[config.mk]
export PLATFORM = sky130hd
export DESIGN_NAME = i2c_rdtarget
export DESIGN_NICKNAME = d
export VERILOG_FILES = /design/src/rtl/i2crd_pkg.sv /design/src/rtl/i2crd_sync.sv /design/src/rtl/i2crd_ptr.sv /design/src/rtl/i2crd_bytesel.sv /design/src/rtl/i2c_rdtarget.sv
export SDC_FILE = /design/constraint.sdc
export NUM_CORES = 1
export LEC_CHECK = 0
export BUFFER_PORTS_ARGS = -buffer_cell sky130_fd_sc_hd__buf_2
export CORE_AREA = 2 2 94 96
export CTS_CLUSTER_SIZE = 14
export DETAILED_ROUTE_END_ITERATION = 8
export DIE_AREA = 0 0 96 98
export GPL_TIMING_DRIVEN = 0
export PLACE_DENSITY_LB_ADDON = 0.3
export RECOVER_POWER = 25
export SYNTH_ARGS = -nofsm -noshare
export SYNTH_HDL_FRONTEND = slang
export SYNTH_HIERARCHICAL = 1
export SYNTH_SLANG_ARGS = --single-unit
[constraint.sdc]
create_clock -name clk -period 2.55 [get_ports clk]
set_input_delay 0.255 -clock clk [delete_from_list [all_inputs] [get_ports clk]]
set_output_delay 0.255 -clock clk [all_outputs]
set_load 0.03 [all_outputs]
[src/rtl/i2crd_pkg.sv]
package i2crd_pkg;
  typedef enum logic [2:0] {
    ST_IDLE,
    ST_DEVA,
    ST_ACKA,
    ST_SUBA,
    ST_ACKS,
    ST_TX,
    ST_MACK
  } st_e;
endpackage

[src/rtl/i2crd_sync.sv]
module i2crd_sync #(
  parameter int W      = 2,
  parameter int STAGES = 2
) (
  input  logic         clk,
  input  logic         rst_n,
  input  logic [W-1:0] d_i,
  output logic [W-1:0] q_o,
  output logic [W-1:0] rise_o,
  output logic [W-1:0] fall_o
);
  for (genvar g = 0; g < W; g++) begin : g_line
    logic [STAGES:0] pipe;
    always_ff @(posedge clk or negedge rst_n) begin
      if (!rst_n) pipe <= '1;
      else        pipe <= {pipe[STAGES-1:0], d_i[g]};
    end
    assign q_o[g]    = pipe[STAGES-1];
    assign rise_o[g] = pipe[STAGES-1] & ~pipe[STAGES];
    assign fall_o[g] = ~pipe[STAGES-1] & pipe[STAGES];
  end
endmodule

[src/rtl/i2crd_ptr.sv]
module i2crd_ptr #(
  parameter int          AW      = 7,
  parameter logic [AW-1:0] SKIP_LO = 7'h70,
  parameter logic [AW-1:0] SKIP_HI = 7'h73
) (
  input  logic          clk,
  input  logic          rst_n,
  input  logic          load_i,
  input  logic [AW-1:0] load_val_i,
  input  logic          adv_i,
  output logic [AW-1:0] ptr_o
);
  logic [AW-1:0] ptr_q, nxt;

  always_comb begin
    nxt = ptr_q + AW'(1);
    if (nxt >= SKIP_LO && nxt <= SKIP_HI) nxt = SKIP_HI + AW'(1);
  end

  always_ff @(posedge clk or negedge rst_n) begin
    if (!rst_n)      ptr_q <= '0;
    else if (load_i) ptr_q <= load_val_i;
    else if (adv_i)  ptr_q <= nxt;
  end

  assign ptr_o = ptr_q;

  // an increment never lands inside the staging window
  p_skip_r9: assert property (@(posedge clk) disable iff (!rst_n)
    (adv_i && !load_i) |=> !(ptr_q >= SKIP_LO && ptr_q <= SKIP_HI));
endmodule

[src/rtl/i2crd_bytesel.sv]
module i2crd_bytesel #(
  parameter int WORD_W = 32,
  localparam int NBYTE = WORD_W / 8,
  localparam int IDX_W = (NBYTE > 1) ? $clog2(NBYTE) : 1
) (
  input  logic [WORD_W-1:0] word_i,
  input  logic              wide_i,
  input  logic [IDX_W-1:0]  idx_i,
  output logic [7:0]        byte_o
);
  logic [7:0] wsel;
  always_comb begin
    wsel = word_i[WORD_W-1 -: 8];
    for (int k = 0; k < NBYTE; k++)
      if (idx_i == IDX_W'(k)) wsel = word_i[(NBYTE-1-k)*8 +: 8];
    byte_o = wide_i ? wsel : word_i[7:0];
  end
endmodule

[src/rtl/i2c_rdtarget.sv]
module i2c_rdtarget
  import i2crd_pkg::*;
#(
  parameter logic [6:0]    DEV_ADDR = 7'h2A,
  parameter int            AW       = 7,
  parameter int            BANKS    = 4,
  parameter int            WORD_W   = 32,
  parameter logic [AW-1:0] SKIP_LO  = 7'h70,
  parameter logic [AW-1:0] SKIP_HI  = 7'h73
) (
  input  logic              clk,
  input  logic              rst_n,
  input  logic              scl_i,
  input  logic              sda_i,
  output logic              sda_oe_o,
  input  logic [BANKS-1:0]  wide_sel_i,
  output logic              rd_en_o,
  output logic [AW-1:0]     rd_addr_o,
  output logic [BANKS-1:0]  rd_bank_o,
  input  logic [WORD_W-1:0] rd_data_i
);
  localparam int NBYTE = WORD_W / 8;
  localparam int IDX_W = (NBYTE > 1) ? $clog2(NBYTE) : 1;

  logic [1:0] lv, rs, fl;
  i2crd_sync #(.W(2), .STAGES(2)) u_sync (
    .clk(clk), .rst_n(rst_n), .d_i({sda_i, scl_i}),
    .q_o(lv), .rise_o(rs), .fall_o(fl)
  );
  logic scl_s, sda_s, scl_r, scl_f, start_det, stop_det;
  assign scl_s     = lv[0];
  assign sda_s     = lv[1];
  assign scl_r     = rs[0];
  assign scl_f     = fl[0];
  assign start_det = fl[1] & scl_s;
  assign stop_det  = rs[1] & scl_s;

  st_e              st_q;
  logic [3:0]       cnt_q;
  logic [7:0]       sh_in, tx_sh;
  logic             oe_q, rw_q, ainc_q, req_q, rd_en_q, cap_q;
  logic [IDX_W-1:0] byte_idx;
  logic [WORD_W-1:0] word_q;
  logic [7:0]       cur_byte;
  logic             wide, last_byte, bus_evt;

  assign wide      = |wide_sel_i;
  assign last_byte = !wide || (byte_idx == IDX_W'(NBYTE-1));
  assign bus_evt   = start_det | stop_det;

  logic          ptr_load, ptr_adv;
  logic [AW-1:0] ptr;
  assign ptr_load = !bus_evt && st_q == ST_SUBA && scl_f && cnt_q == 4'd8;
  assign ptr_adv  = !bus_evt && st_q == ST_MACK && scl_r && !sda_s && last_byte && ainc_q;

  i2crd_ptr #(.AW(AW), .SKIP_LO(SKIP_LO), .SKIP_HI(SKIP_HI)) u_ptr (
    .clk(clk), .rst_n(rst_n), .load_i(ptr_load), .load_val_i(sh_in[AW-1:0]),
    .adv_i(ptr_adv), .ptr_o(ptr)
  );

  i2crd_bytesel #(.WORD_W(WORD_W)) u_sel (
    .word_i(word_q), .wide_i(wide), .idx_i(byte_idx), .byte_o(cur_byte)
  );

  // read port: request, then capture one cycle later
  always_ff @(posedge clk or negedge rst_n) begin
    if (!rst_n) begin
      rd_en_q <= 1'b0;
      cap_q   <= 1'b0;
      word_q  <= '0;
    end else begin
      rd_en_q <= req_q;
      cap_q   <= rd_en_q;
      if (cap_q) word_q <= rd_data_i;
    end
  end

  always_ff @(posedge clk or negedge rst_n) begin
    if (!rst_n) begin
      st_q     <= ST_IDLE;
      cnt_q    <= '0;
      sh_in    <= '0;
      tx_sh    <= '0;
      oe_q     <= 1'b0;
      rw_q     <= 1'b0;
      ainc_q   <= 1'b0;
      byte_idx <= '0;
      req_q    <= 1'b0;
    end else begin
      req_q <= 1'b0;
      if (start_det) begin
        st_q  <= ST_DEVA;
        cnt_q <= '0;
        oe_q  <= 1'b0;
      end else if (stop_det) begin
        st_q <= ST_IDLE;
        oe_q <= 1'b0;
      end else begin
        unique case (st_q)
          ST_DEVA, ST_SUBA: begin
            if (scl_r && cnt_q < 4'd8) begin
              sh_in <= {sh_in[6:0], sda_s};
              cnt_q <= cnt_q + 4'd1;
            end else if (scl_f && cnt_q == 4'd8) begin
              if (st_q == ST_SUBA) begin
                ainc_q <= sh_in[7];
                oe_q   <= 1'b1;
                st_q   <= ST_ACKS;
              end else if (sh_in[7:1] == DEV_ADDR) begin
                oe_q <= 1'b1;
                rw_q <= sh_in[0];
                st_q <= ST_ACKA;
                if (sh_in[0]) begin
                  req_q    <= 1'b1;
                  byte_idx <= '0;
                end
              end else begin
                st_q <= ST_IDLE;
              end
            end
          end
          ST_ACKA: if (scl_f) begin
            cnt_q <= '0;
            if (rw_q) begin
              st_q  <= ST_TX;
              tx_sh <= cur_byte;
              oe_q  <= ~cur_byte[7];
            end else begin
              st_q <= ST_SUBA;
              oe_q <= 1'b0;
            end
          end
          ST_ACKS: if (scl_f) begin
            oe_q <= 1'b0;
            st_q <= ST_IDLE;
          end
          ST_TX: begin
            if (scl_r && cnt_q < 4'd8) cnt_q <= cnt_q + 4'd1;
            else if (scl_f && cnt_q == 4'd8) begin
              oe_q <= 1'b0;
              st_q <= ST_MACK;
            end else if (scl_f && cnt_q != 4'd0) begin
              tx_sh <= {tx_sh[6:0], 1'b0};
              oe_q  <= ~tx_sh[6];
            end
          end
          ST_MACK: begin
            if (scl_r) begin
              if (sda_s) st_q <= ST_IDLE;
              else if (!last_byte) byte_idx <= byte_idx + IDX_W'(1);
              else begin
                byte_idx <= '0;
                req_q    <= 1'b1;
              end
            end else if (scl_f) begin
              st_q  <= ST_TX;
              cnt_q <= '0;
              tx_sh <= cur_byte;
              oe_q  <= ~cur_byte[7];
            end
          end
          default: ;
        endcase
      end
    end
  end

  assign sda_oe_o  = oe_q;
  assign rd_en_o   = rd_en_q;
  assign rd_addr_o = ptr;
  assign rd_bank_o = wide_sel_i;

  // drive changes only follow a cycle with SCL seen low
  p_sda_low_phase_r10: assert property (@(posedge clk) disable iff (!rst_n)
    (oe_q != $past(oe_q)) |-> !$past(scl_s));
  // master NAK releases the line and idles the target
  p_nak_release_r11: assert property (@(posedge clk) disable iff (!rst_n)
    (st_q == ST_MACK && scl_r && sda_s && !bus_evt) |=> (st_q == ST_IDLE && !oe_q));
  // an idle target never pulls SDA
  p_idle_quiet_r2: assert property (@(posedge clk) disable iff (!rst_n)
    (st_q == ST_IDLE) |-> !oe_q);
  // byte mode always sends byte slot zero
  p_narrow_idx_r5: assert property (@(posedge clk) disable iff (!rst_n)
    (!wide && st_q == ST_TX && $stable(wide_sel_i)) |-> byte_idx == '0);
  // a read request lasts a single cycle
  p_rd_pulse_r4: assert property (@(posedge clk) disable iff (!rst_n)
    rd_en_q |=> !rd_en_q);
endmodule

==> results of run 1 <==
==> power breakdown <==
group / switching [W] / internal [W] / leakage [nW]
Sequential: 0.0000810 / 0.00128 / 0.974
Combinational: 0.000166 / 0.000167 / 1.11
Clock: 0.000455 / 0.000384 / 0.0859
==> synth_stat cells, drive strengths merged (7+ instances only) <==
library cell / number / area, sq um
inv: 17 / 63.8
buf: 18 / 133
dfrtp: 69 / 1730
a22o: 9 / 78.8
o22ai: 9 / 56.3
a21oi: 10 / 50.1
nor2: 14 / 52.6
a21o: 8 / 60.1
mux2: 56 / 631
clkbuf: 7 / 37.5
nand2: 20 / 77.6
o21ai: 15 / 75.1
mux2i: 13 / 130
==> layer usage <==
metal / vias to the layer above / global-route usage, % / part of all wire [%]
met5: - / 0 / 0
met4: 0 / 7.91 / 1.9
met3: 13 / 3.63 / 4.0
met2: 74 / 30.0 / 48
met1: 1448 / 25.4 / 46
li1: 1405 / - / -
==> final timing paths <==
kind / startpoint / endpoint / slack, ps
setup / recovery: u_sync/g_line[1].pipe[1] / u_ptr/ptr_o[5] / 230
hold / removal: rd_data_i[6] / word_q[6] / 130
setup reg to reg: u_sync/g_line[1].pipe[1] / u_ptr/ptr_o[5] / 230
hold reg to reg: req_q / rd_en_o / 350
max in group asynchronous: rst_n / word_q[0] / 470
min in group asynchronous: rst_n / word_q[12] / 650
==> stage by stage <==
stage          setup slack [ps]  cell area, sq um  std cells
6_report                    231              4590        533
5_1_grt                    91.6              4590        533
4_1_cts                    28.2              4620        533
3_5_place_dp               40.0              4410        514
3_3_place_gp               91.6              4380        513
2_1_floorplan               477              3990        353
==> cells by family (layout without fill, tap and decap cells) <==
kind of cell	count (synthesis)	after routing	synth area share, %
compound gates	76	76	13.4
flops	75	75	47.3
buf+inv	42	114	5.87
mux	69	69	19.1
xor+xnor	7	7	1.54
simple gates	79	79	11.2
fa+ha+maj	5	5	1.57
==> state kept, by name (all words and copies together), names as in the netlist <==
register	cells
u_ptr/ptr_o	7
req_q	1
byte_idx	2
sh_in	8
rd_en_o	1
sda_oe_o	1
cap_q	1
st_q	3
u_sync/g_line.pipe	6
tx_sh	7
word_q	32
rw_q	1
cnt_q	4
ainc_q	1
==> critical path, cell delays in order, from the launching register on <==
cell	delay (ps)
dfstp_1	570
and2b_2	260
o21ai_1	410
and3_1	370
nand4_1	190
nor2_1	160
xnor2_1	140
o21ai_0	100
==> final cells by class <==
cell class	instances	area, sq um
clock buffer	11	141
clock inverter	5	37.5
tap	108	135
fill	774	3870
multi-input combinational	236	1870
sequential	75	1880
timing repair buffer	56	292
buffer	25	170
inverter	17	63.8
==> timing repair <==
action | CTS | global route
hold endpoints to repair | 18 | 0
hold buffers | 3 | 0
buffers inserted | 0 | 0
setup endpoints to repair | 0 | 2
resized for setup | 0 | 1
==> reports/results.ini, run 1 <==
[synth]
synth.ff_latch_count = 75
syn_inst = 353
syn_area_sq_um = 3990
synth_top_flop_cell = dfrtp_1
synth-edff-count = 0
avgSynthCellArea_sq_um = 11.3
synthArstFlopShare_pct = 100
ys_warn_count = 6
netlist-cell-type-count = 59
synthesis.nets = 398
ys_seq_area_share_pct = 47.3

[detailed_routing]
drt-initial-drc-count = 121
drtAntennaViolNets = 0
via_count = 2940
drc = 0
avgViaCountPerCell = 5.52
post_drt_wl_per_cell_um = 15.1
wirelength_um = 8040
dr.pass1.iters = 4

[grt]
grt_pass1_vias = 2986
grt_pass1_wl_um = 13900
grt_max_degree = 54
antenna_found_initial = 0
grt.overflow.total = 0
track_usage_pct = 19.0

[timing]
fmax_mhz = 431
slew_headroom_pct = 23.3
worst_pin_slew_ps = 1150
clock_skew_ps = 14.7
period_minus_slack_ps = 2320
period_share_pct = 90.9
rsz0062_at_grt = no
tns_ps = 0
drv_slew = 0
hold_viol_final = 0
timing.hold.ws_ps = 126
setup_violations = 0

[setup_path]
critPathLaunchType = flip-flop
path_max_fanout = 6
endpoint_kind = flip-flop
worstPathRequired_ps = 2770
critPathKind = flip-flop to flip-flop
critical_path_arrival_ps = 2530
reg2reg_depth = 7

[floorplan]
initial_core_util_pct = 47.1
die_w_um = 96
dieHeight_um = 98
num_rows = 34
io_pins = 53
core_area_sq_um = 8470
die_area_sq_um = 9410

[cells_and_area]
layout_commonest_cell = dfrtp_1
fin_nets = 465
layout_common_cells = dfrtp_1, mux2_2, buf_2
post-route-util_pct = 54.2
area_growth_pct = 15.2
diodes = 0
layout-drive-gt1-share_pct = 35.1

[clock_tree]
cts_buffer_depth = 2
clock_latency_ps = 350
path_clk_slew_ps = 90
tritoncts.num_buffers = 9
h-tree-depth = 3
cts_root_buf = clkbuf_8
clock_sinks = 75
tritoncts = yes

[placed_design]
port_buffers = 52
dp_hpwl_um = 5870
gp_congestion = 0.929

[min_path]
hold_path_depth = 2
holdCritPathClass = input port to flip-flop

[power]
power_density_nw_per_um2 = 551
power.total_w = 0.00253
p_leak_nw = 2.17
ir_worst_vdd_mv = 0.278

[outcome]
status = finished clean

[flow_run]
maxCapViolations = 0

(Power assumes the default switching activity.)
==> run 2: changes to the inputs <==
Settings changed: CORE_AREA 2 2 94 96 to 2 2 93 95, DIE_AREA 0 0 96 98 to 0 0 95 97, SLEW_MARGIN set to 20, SYNTH_HIERARCHICAL 1 to not set.
==> reports/results.ini, run 2 <==
[outcome]
violations = max-capacitance violations, max-slew violations
status = finished, violations left  ; was finished clean

[synth]
syn_inst = 359  ; was 353
synth_top_flop_cell = dfrtp_1  ; unchanged
synthesis.nets = 408  ; was 398
yosysMostFrequentCell = dfrtp_1  ; unchanged
synth.ff_latch_count = 75  ; unchanged
syn_area_sq_um = 3960  ; was 3990 sq um
ys_warn_count = 0  ; was 6
synth.top_cell.area_share_pct = 43.6  ; was 43.3%
synth-edff-count = 0  ; unchanged
synth_common_cells = dfrtp_1, mux2_2, nand2_1  ; unchanged
avgSynthCellArea_sq_um = 11.0  ; was 11.3 sq um
ys_seq_area_share_pct = 47.6  ; was 47.3%
yosysTopAreaCell = dfrtp_1  ; unchanged
synthArstFlopShare_pct = 100  ; unchanged
netlist-cell-type-count = 66  ; was 59
yosys-top-cells-area = dfrtp_1, mux2_2, mux2i_1  ; was dfrtp_1, mux2_2, dfstp_2

[cells_and_area]
layout-drive-gt1-share_pct = 30.4  ; was 35.1%
regMostFlops = word_q  ; unchanged
layout_common_cells = dfrtp_1, buf_2, mux2_2  ; was dfrtp_1, mux2_2, buf_2
diodes = 0  ; unchanged
fin_nets = 475  ; was 465
top_regs = word_q x32, sh_in x8  ; unchanged
area_growth_pct = 16.1  ; was 15.2%
largest_reg_flops = 32  ; unchanged
layout_commonest_cell = dfrtp_1  ; unchanged

[clock_tree]
post-cts-setup-buffers = 0  ; unchanged
path_clk_slew_ps = 100  ; was 90 ps
clock_latency_ps = 360  ; was 350 ps
h-tree-depth = 3  ; unchanged
cts_buffer_depth = 2  ; unchanged
tritoncts = yes  ; unchanged
clock_sinks = 75  ; unchanged
cts_root_buf = clkbuf_8  ; unchanged
tritoncts.num_buffers = 9  ; unchanged

[grt]
grt_max_degree = 49  ; was 54
track_usage_pct = 19.7  ; was 19.0%
grt_pass1_vias = 2815  ; was 2986
grt_pass1_wl_um = 14200  ; was 13900 um
antenna_found_initial = 0  ; unchanged
grt.overflow.total = 0  ; unchanged

[timing]
timing.hold.ws_ps = 112  ; was 126 ps
setup_violations = 0  ; unchanged
slew_headroom_pct = -8.36  ; was 23.3%
rsz0062_at_grt = no  ; unchanged
tns_ps = 0  ; unchanged
clock_skew_ps = 15.0  ; was 14.7 ps
period_minus_slack_ps = 2360  ; was 2320 ps
drv_slew = 28  ; was 0
worst_pin_slew_ps = 1630  ; was 1150 ps
period_share_pct = 92.6  ; was 90.9%
fmax_mhz = 423  ; was 431 MHz
hold_viol_final = 0  ; unchanged

[min_path]
hold_start = rd_data_i[29]  ; was rd_data_i[6]
holdCritPathClass = input port to flip-flop  ; unchanged
hold_path_depth = 2  ; unchanged
hold_end = word_q[29]  ; was word_q[6]

[power]
p_sw_share_pct = 28.4  ; was 27.7%
p_clk_share_pct = 36.3  ; was 33.1%
seq_power_share_pct = 53.6  ; was 53.7%
ir_worst_vdd_mv = 0.227  ; was 0.278 mV
switchingPower_w = 0.000700  ; was 0.000702 W
power_density_nw_per_um2 = 536  ; was 551 nW/um^2
power.internal_w = 0.00177  ; was 0.00183 W
p_leak_nw = 1.98  ; was 2.17 nW
comb_power_share_pct = 10.1  ; was 13.2%

[placed_design]
dp_hpwl_um = 6140  ; was 5870 um
gp_congestion = 0.880  ; was 0.929
port_buffers = 52  ; unchanged

[floorplan]
die_w_um = 95  ; was 96 um
initial_core_util_pct = 48.7  ; was 47.1%
core_area_sq_um = 8130  ; was 8470 sq um
dieHeight_um = 97  ; was 98 um
num_rows = 33  ; was 34
io_pins = 53  ; unchanged
die_area_sq_um = 9220  ; was 9410 sq um

[setup_path]
endpoint_kind = flip-flop  ; unchanged
reg2reg_depth = 7  ; unchanged
critPathLaunchType = flip-flop  ; unchanged
path_max_fanout = 10  ; was 6
critPathKind = flip-flop to flip-flop  ; unchanged
critical_path_arrival_ps = 2600  ; was 2530 ps
r2r_start = u_sync.g_line[0].pipe[1]  ; was u_sync/g_line[1].pipe[1]
worstReg2RegEnd = cnt_q[3]  ; was u_ptr/ptr_o[5]
worstPathRequired_ps = 2790  ; was 2770 ps
rrSetupSlack_ps = 190  ; was 230 ps

[detailed_routing]
wirelength_um = 8420  ; was 8040 um
dr.pass1.iters = 4  ; unchanged
drt-initial-drc-count = 196  ; was 121
drtAntennaViolNets = 0  ; unchanged
via_count = 2995  ; was 2940
avgViaCountPerCell = 5.59  ; was 5.52
post_drt_wl_per_cell_um = 15.7  ; was 15.1 um
drc = 0  ; unchanged

[flow_run]
maxCapViolations = 1  ; was 0

run 2: cells by family after synthesis:
| group | share of synthesized area, % |
|---|---|
| muxes | 16.8 |
| DFF | 47.6 |
| AOI/OAI and AO/OA | 14.9 |
| adders and majority gates | 2.84 |
| buffers and inverters | 3.85 |
| xor gates and xnor gates | 0.663 |
| and+or+nand+nor | 13.4 |
run 2: through the flow:
stage,worst slack [ps],instance area (sq um),cells,total power [W],util (%)
5_1_grt,38.4,4600,536,0.00260,56.6
2_1_floorplan,443,3960,359,0.00148,-
6_report,188,4600,536,0.00247,56.6
3_3_place_gp,111,4350,516,0.00158,53.5
4_1_cts,103,4600,536,0.00249,56.6
3_5_place_dp,150,4380,517,0.00159,53.9
run 2: cell type report:
cell class / count / area [sq um]
fill: 714 / 3530
multi-input combinational: 250 / 1930
sequential: 75 / 1880
timing repair buffer: 56 / 312
tap: 105 / 131
clock buffer: 9 / 124
buffer: 21 / 104
clock inverter: 7 / 66.3
inverter: 13 / 48.8
run 2: layer usage:
| layer | track usage (%) | part of all wire (%) | up-vias |
|---|---|---|---|
| met2 | 28.1 | 46 | 53 |
| met1 | 29.8 | 49 | 1483 |
| met3 | 3.97 | 3.6 | 9 |
| met5 | 0 | 0 | - |
| met4 | 6.69 | 1.3 | 0 |
| li1 | - | - | 1450 |
run 2: power by group through the flow:
stage               clock [W]  sequential (W)  combinational [W]
floorplan                   0         0.00133           0.000154
global placement            0         0.00134           0.000235
detailed placement          0         0.00135           0.000248
CTS                  0.000918         0.00132           0.000253
global route         0.000982         0.00134           0.000277
finish               0.000895         0.00132           0.000250
run 2: timing repair:
item	CTS	global route
endpoints found under the setup margin	0	4
hold buffers	3	0
endpoints found under the hold margin	23	0
resized for setup	0	1
run 2: worst max path at each step:
stage / startpoint / endpoint / slack (ps) / cells past startpoint
6_report: u_sync.g_line[0].pipe[1] / cnt_q[3] / 190 / 7
5_1_grt: u_sync.g_line[0].pipe[1] / u_ptr.ptr_o[3] / 40 / 7
4_1_cts: u_sync.g_line[0].pipe[1] / u_ptr.ptr_o[0] / 100 / 6
3_5_place_dp: u_sync.g_line[0].pipe[1] / u_ptr.ptr_o[0] / 150 / 6
3_3_place_gp: u_sync.g_line[0].pipe[1] / u_ptr.ptr_o[0] / 110 / 6
2_1_floorplan: u_sync.g_line[0].pipe[1] / cnt_q[3] / 440 / 7
run 2: worst max-delay path, stage by stage (launching register included):
cell and delay [ps]:
dfstp_2 630, ha_1 190, buf_2 200, or4bb_1 510, a41oi_1 190, o21a_1 200, nor2_1 50, o2bb2a_1 280
==> run 3: changes to the inputs <==
Settings changed: CORE_AREA 2 2 93 95 to 2 2 86 104, DIE_AREA 0 0 95 97 to 0 0 88 106.
==> reports/results.ini, run 3 (synthesis results as in run 2) <==
[timing]
hold_viol_final = 0  ; unchanged
worst_pin_slew_ps = 929  ; was 1630 ps
tns_ps = 0  ; unchanged
drv_slew = 0  ; was 28
period_share_pct = 93.8  ; was 92.6%
clock_skew_ps = 14.2  ; was 15.0 ps
setup_violations = 0  ; unchanged
period_minus_slack_ps = 2390  ; was 2360 ps
slew_headroom_pct = 38.1  ; was -8.36%
fmax_mhz = 418  ; was 423 MHz
rsz0062_at_grt = no  ; unchanged

[cells_and_area]
layout_commonest_cell = dfrtp_1  ; unchanged
top_regs = word_q x32, sh_in x8  ; unchanged
layout_common_cells = dfrtp_1, buf_2, mux2_2  ; unchanged
instances_no_fill = 548  ; was 536
regMostFlops = word_q  ; unchanged
area_growth_pct = 16.8  ; was 16.1%
diodes = 0  ; unchanged
fillers = 740  ; was 714
multiInputGateArea_sq_um = 1930  ; unchanged
post-route-util_pct = 55.2  ; was 56.6%
largest_reg_flops = 32  ; unchanged
design_area_sq_um = 4630  ; was 4600 sq um
fin_nets = 475  ; unchanged
layout-drive-gt1-share_pct = 31.6  ; was 30.4%
ff_latch_area_sq_um = 1880  ; unchanged

[detailed_routing]
drtAntennaViolNets = 0  ; unchanged
dr.pass1.iters = 5  ; was 4
drc = 0  ; unchanged
via_count = 3010  ; was 2995
post_drt_wl_per_cell_um = 15.6  ; was 15.7 um
avgViaCountPerCell = 5.49  ; was 5.59
drt-initial-drc-count = 140  ; was 196
wirelength_um = 8530  ; was 8420 um

[placed_design]
dp_hpwl_um = 6360  ; was 6140 um
post-place-cells = 529  ; was 517
gp_congestion = 0.856  ; was 0.880
port_buffers = 52  ; unchanged
dpl_cell_area_sq_um = 4390  ; was 4380 sq um

[power]
ir_worst_vdd_mv = 0.265  ; was 0.227 mV
p_leak_nw = 1.99  ; was 1.98 nW
p_sw_share_pct = 25.6  ; was 28.4%
power.internal_w = 0.00186  ; was 0.00177 W
power.total_w = 0.00251  ; was 0.00247 W
switchingPower_w = 0.000642  ; was 0.000700 W
p_clk_share_pct = 37.2  ; was 36.3%
comb_power_share_pct = 10.0  ; was 10.1%
power_density_nw_per_um2 = 542  ; was 536 nW/um^2
seq_power_share_pct = 52.8  ; was 53.6%

[setup_path]
critPathTopFamily = compound AO/OA/AOI/OAI gates  ; unchanged
rrSetupSlack_ps = 160  ; was 190 ps
critPathSlowestCell = dfstp_2  ; unchanged
critical_path_arrival_ps = 2630  ; was 2600 ps
critPathLaunchType = flip-flop  ; unchanged
worstReg2RegEnd = cnt_q[3]  ; unchanged
worstPathRequired_ps = 2790  ; about the same
path_max_fanout = 10  ; unchanged
reg2reg_depth = 7  ; unchanged
endpoint_kind = flip-flop  ; unchanged
r2r_start = u_sync.g_line[0].pipe[1]  ; unchanged
cp.buffers_inverters = 1  ; unchanged
critical_path.max_stage_delay_ps = 610  ; was 630 ps
critPathKind = flip-flop to flip-flop  ; unchanged
crit_chain = ha_1, buf_2, or4bb_1, a41oi_1, o21a_1, nor2_1, o2bb2a_1  ; unchanged

[outcome]
status = finished clean  ; was finished, violations left

[min_path]
hold_start = rd_data_i[24]  ; was rd_data_i[29]
hold_end = word_q[24]  ; was word_q[29]
holdCritPathClass = input port to flip-flop  ; unchanged
hold_path_depth = 2  ; unchanged

[flow_run]
maxCapViolations = 0  ; was 1

[floorplan]
io_pins = 53  ; unchanged
die_area_sq_um = 9330  ; was 9220 sq um
core_area_sq_um = 8380  ; was 8130 sq um
dieHeight_um = 106  ; was 97 um
num_rows = 37  ; was 33
die_w_um = 88  ; was 95 um
initial_core_util_pct = 47.3  ; was 48.7%

[clock_tree]
clock_sinks = 75  ; unchanged
clock_latency_ps = 370  ; was 360 ps
h-tree-depth = 3  ; unchanged
cts_root_buf = clkbuf_8  ; unchanged
cts_buffer_depth = 2  ; unchanged
path_clk_slew_ps = 80  ; was 100 ps
post-cts-setup-buffers = 0  ; unchanged
tritoncts = yes  ; unchanged
tritoncts.num_buffers = 9  ; unchanged

[grt]
grt_max_degree = 39  ; was 49
grt_pass1_vias = 3067  ; was 2815
grt_pass1_wl_um = 14500  ; was 14200 um
antenna_found_initial = 0  ; unchanged
track_usage_pct = 20.2  ; was 19.7%
grt.overflow.total = 0  ; unchanged

==> run 3: final cells by class <==
class                           count  area share [%]
Tap cell                          117            3.16
Buffer                             21            2.24
Multi-Input combinational cell    250            41.7
Inverter                           13            1.05
Clock buffer                       10            2.97
Clock inverter                      6            1.41
Sequential cell                    75            40.7
Timing Repair Buffer               56            6.71
==> run 3: worst reg2reg max path: stages (launching register included) <==
cell and delay, ps:
dfstp_2 610, ha_1 210, buf_2 200, or4bb_1 500
a41oi_1 210, o21a_1 210, nor2_1 50, o2bb2a_1 290
==> run 3: worst max path at each step <==
stage	start	to	slack (ps)	cells after the start
global placement	u_sync.g_line[0].pipe[1]	u_ptr.ptr_o[3]	140	7
CTS	u_sync.g_line[0].pipe[1]	u_ptr.ptr_o[3]	90	7
floorplan	u_sync.g_line[0].pipe[1]	cnt_q[3]	440	7
detailed placement	u_sync.g_line[0].pipe[1]	u_ptr.ptr_o[1]	90	6
global route	u_sync.g_line[0].pipe[1]	cnt_q[3]	60	7
finish	u_sync.g_line[0].pipe[1]	cnt_q[3]	160	7
==> run 3: routing by layer <==
layer	vias to the layer above	global-route usage [%]	routed length [um]
met5	-	0	0
met4	0	12.9	345
met3	22	3.34	341
met2	90	33.9	4230
met1	1451	23.6	3620
li1	1447	-	-
==> run 3: what timing repair did <==
item | in CTS | in global routing
gates resized for setup | 0 | 1
endpoints found under the hold margin | 33 | 0
endpoints found under the setup margin | 0 | 3
hold buffers | 3 | 0
==> run 3: stage by stage <==
step           worst slack [ps]  hold WS [ps]
2_1_floorplan               443         -40.6
3_3_place_gp                142           334
3_5_place_dp               88.4           252
4_1_cts                    94.4           104
5_1_grt                    55.8           105
6_report                    158           112
==> run 3: power by group through the flow <==
stage / Clock (W) / Combinational, W / Sequential (W)
final: 0.000932 / 0.000250 / 0.00132
after global routing: 0.00101 / 0.000281 / 0.00134
after CTS: 0.000957 / 0.000253 / 0.00132
after detailed placement: 0 / 0.000248 / 0.00135
after global placement: 0 / 0.000237 / 0.00134
after floorplan: 0 / 0.000154 / 0.00133
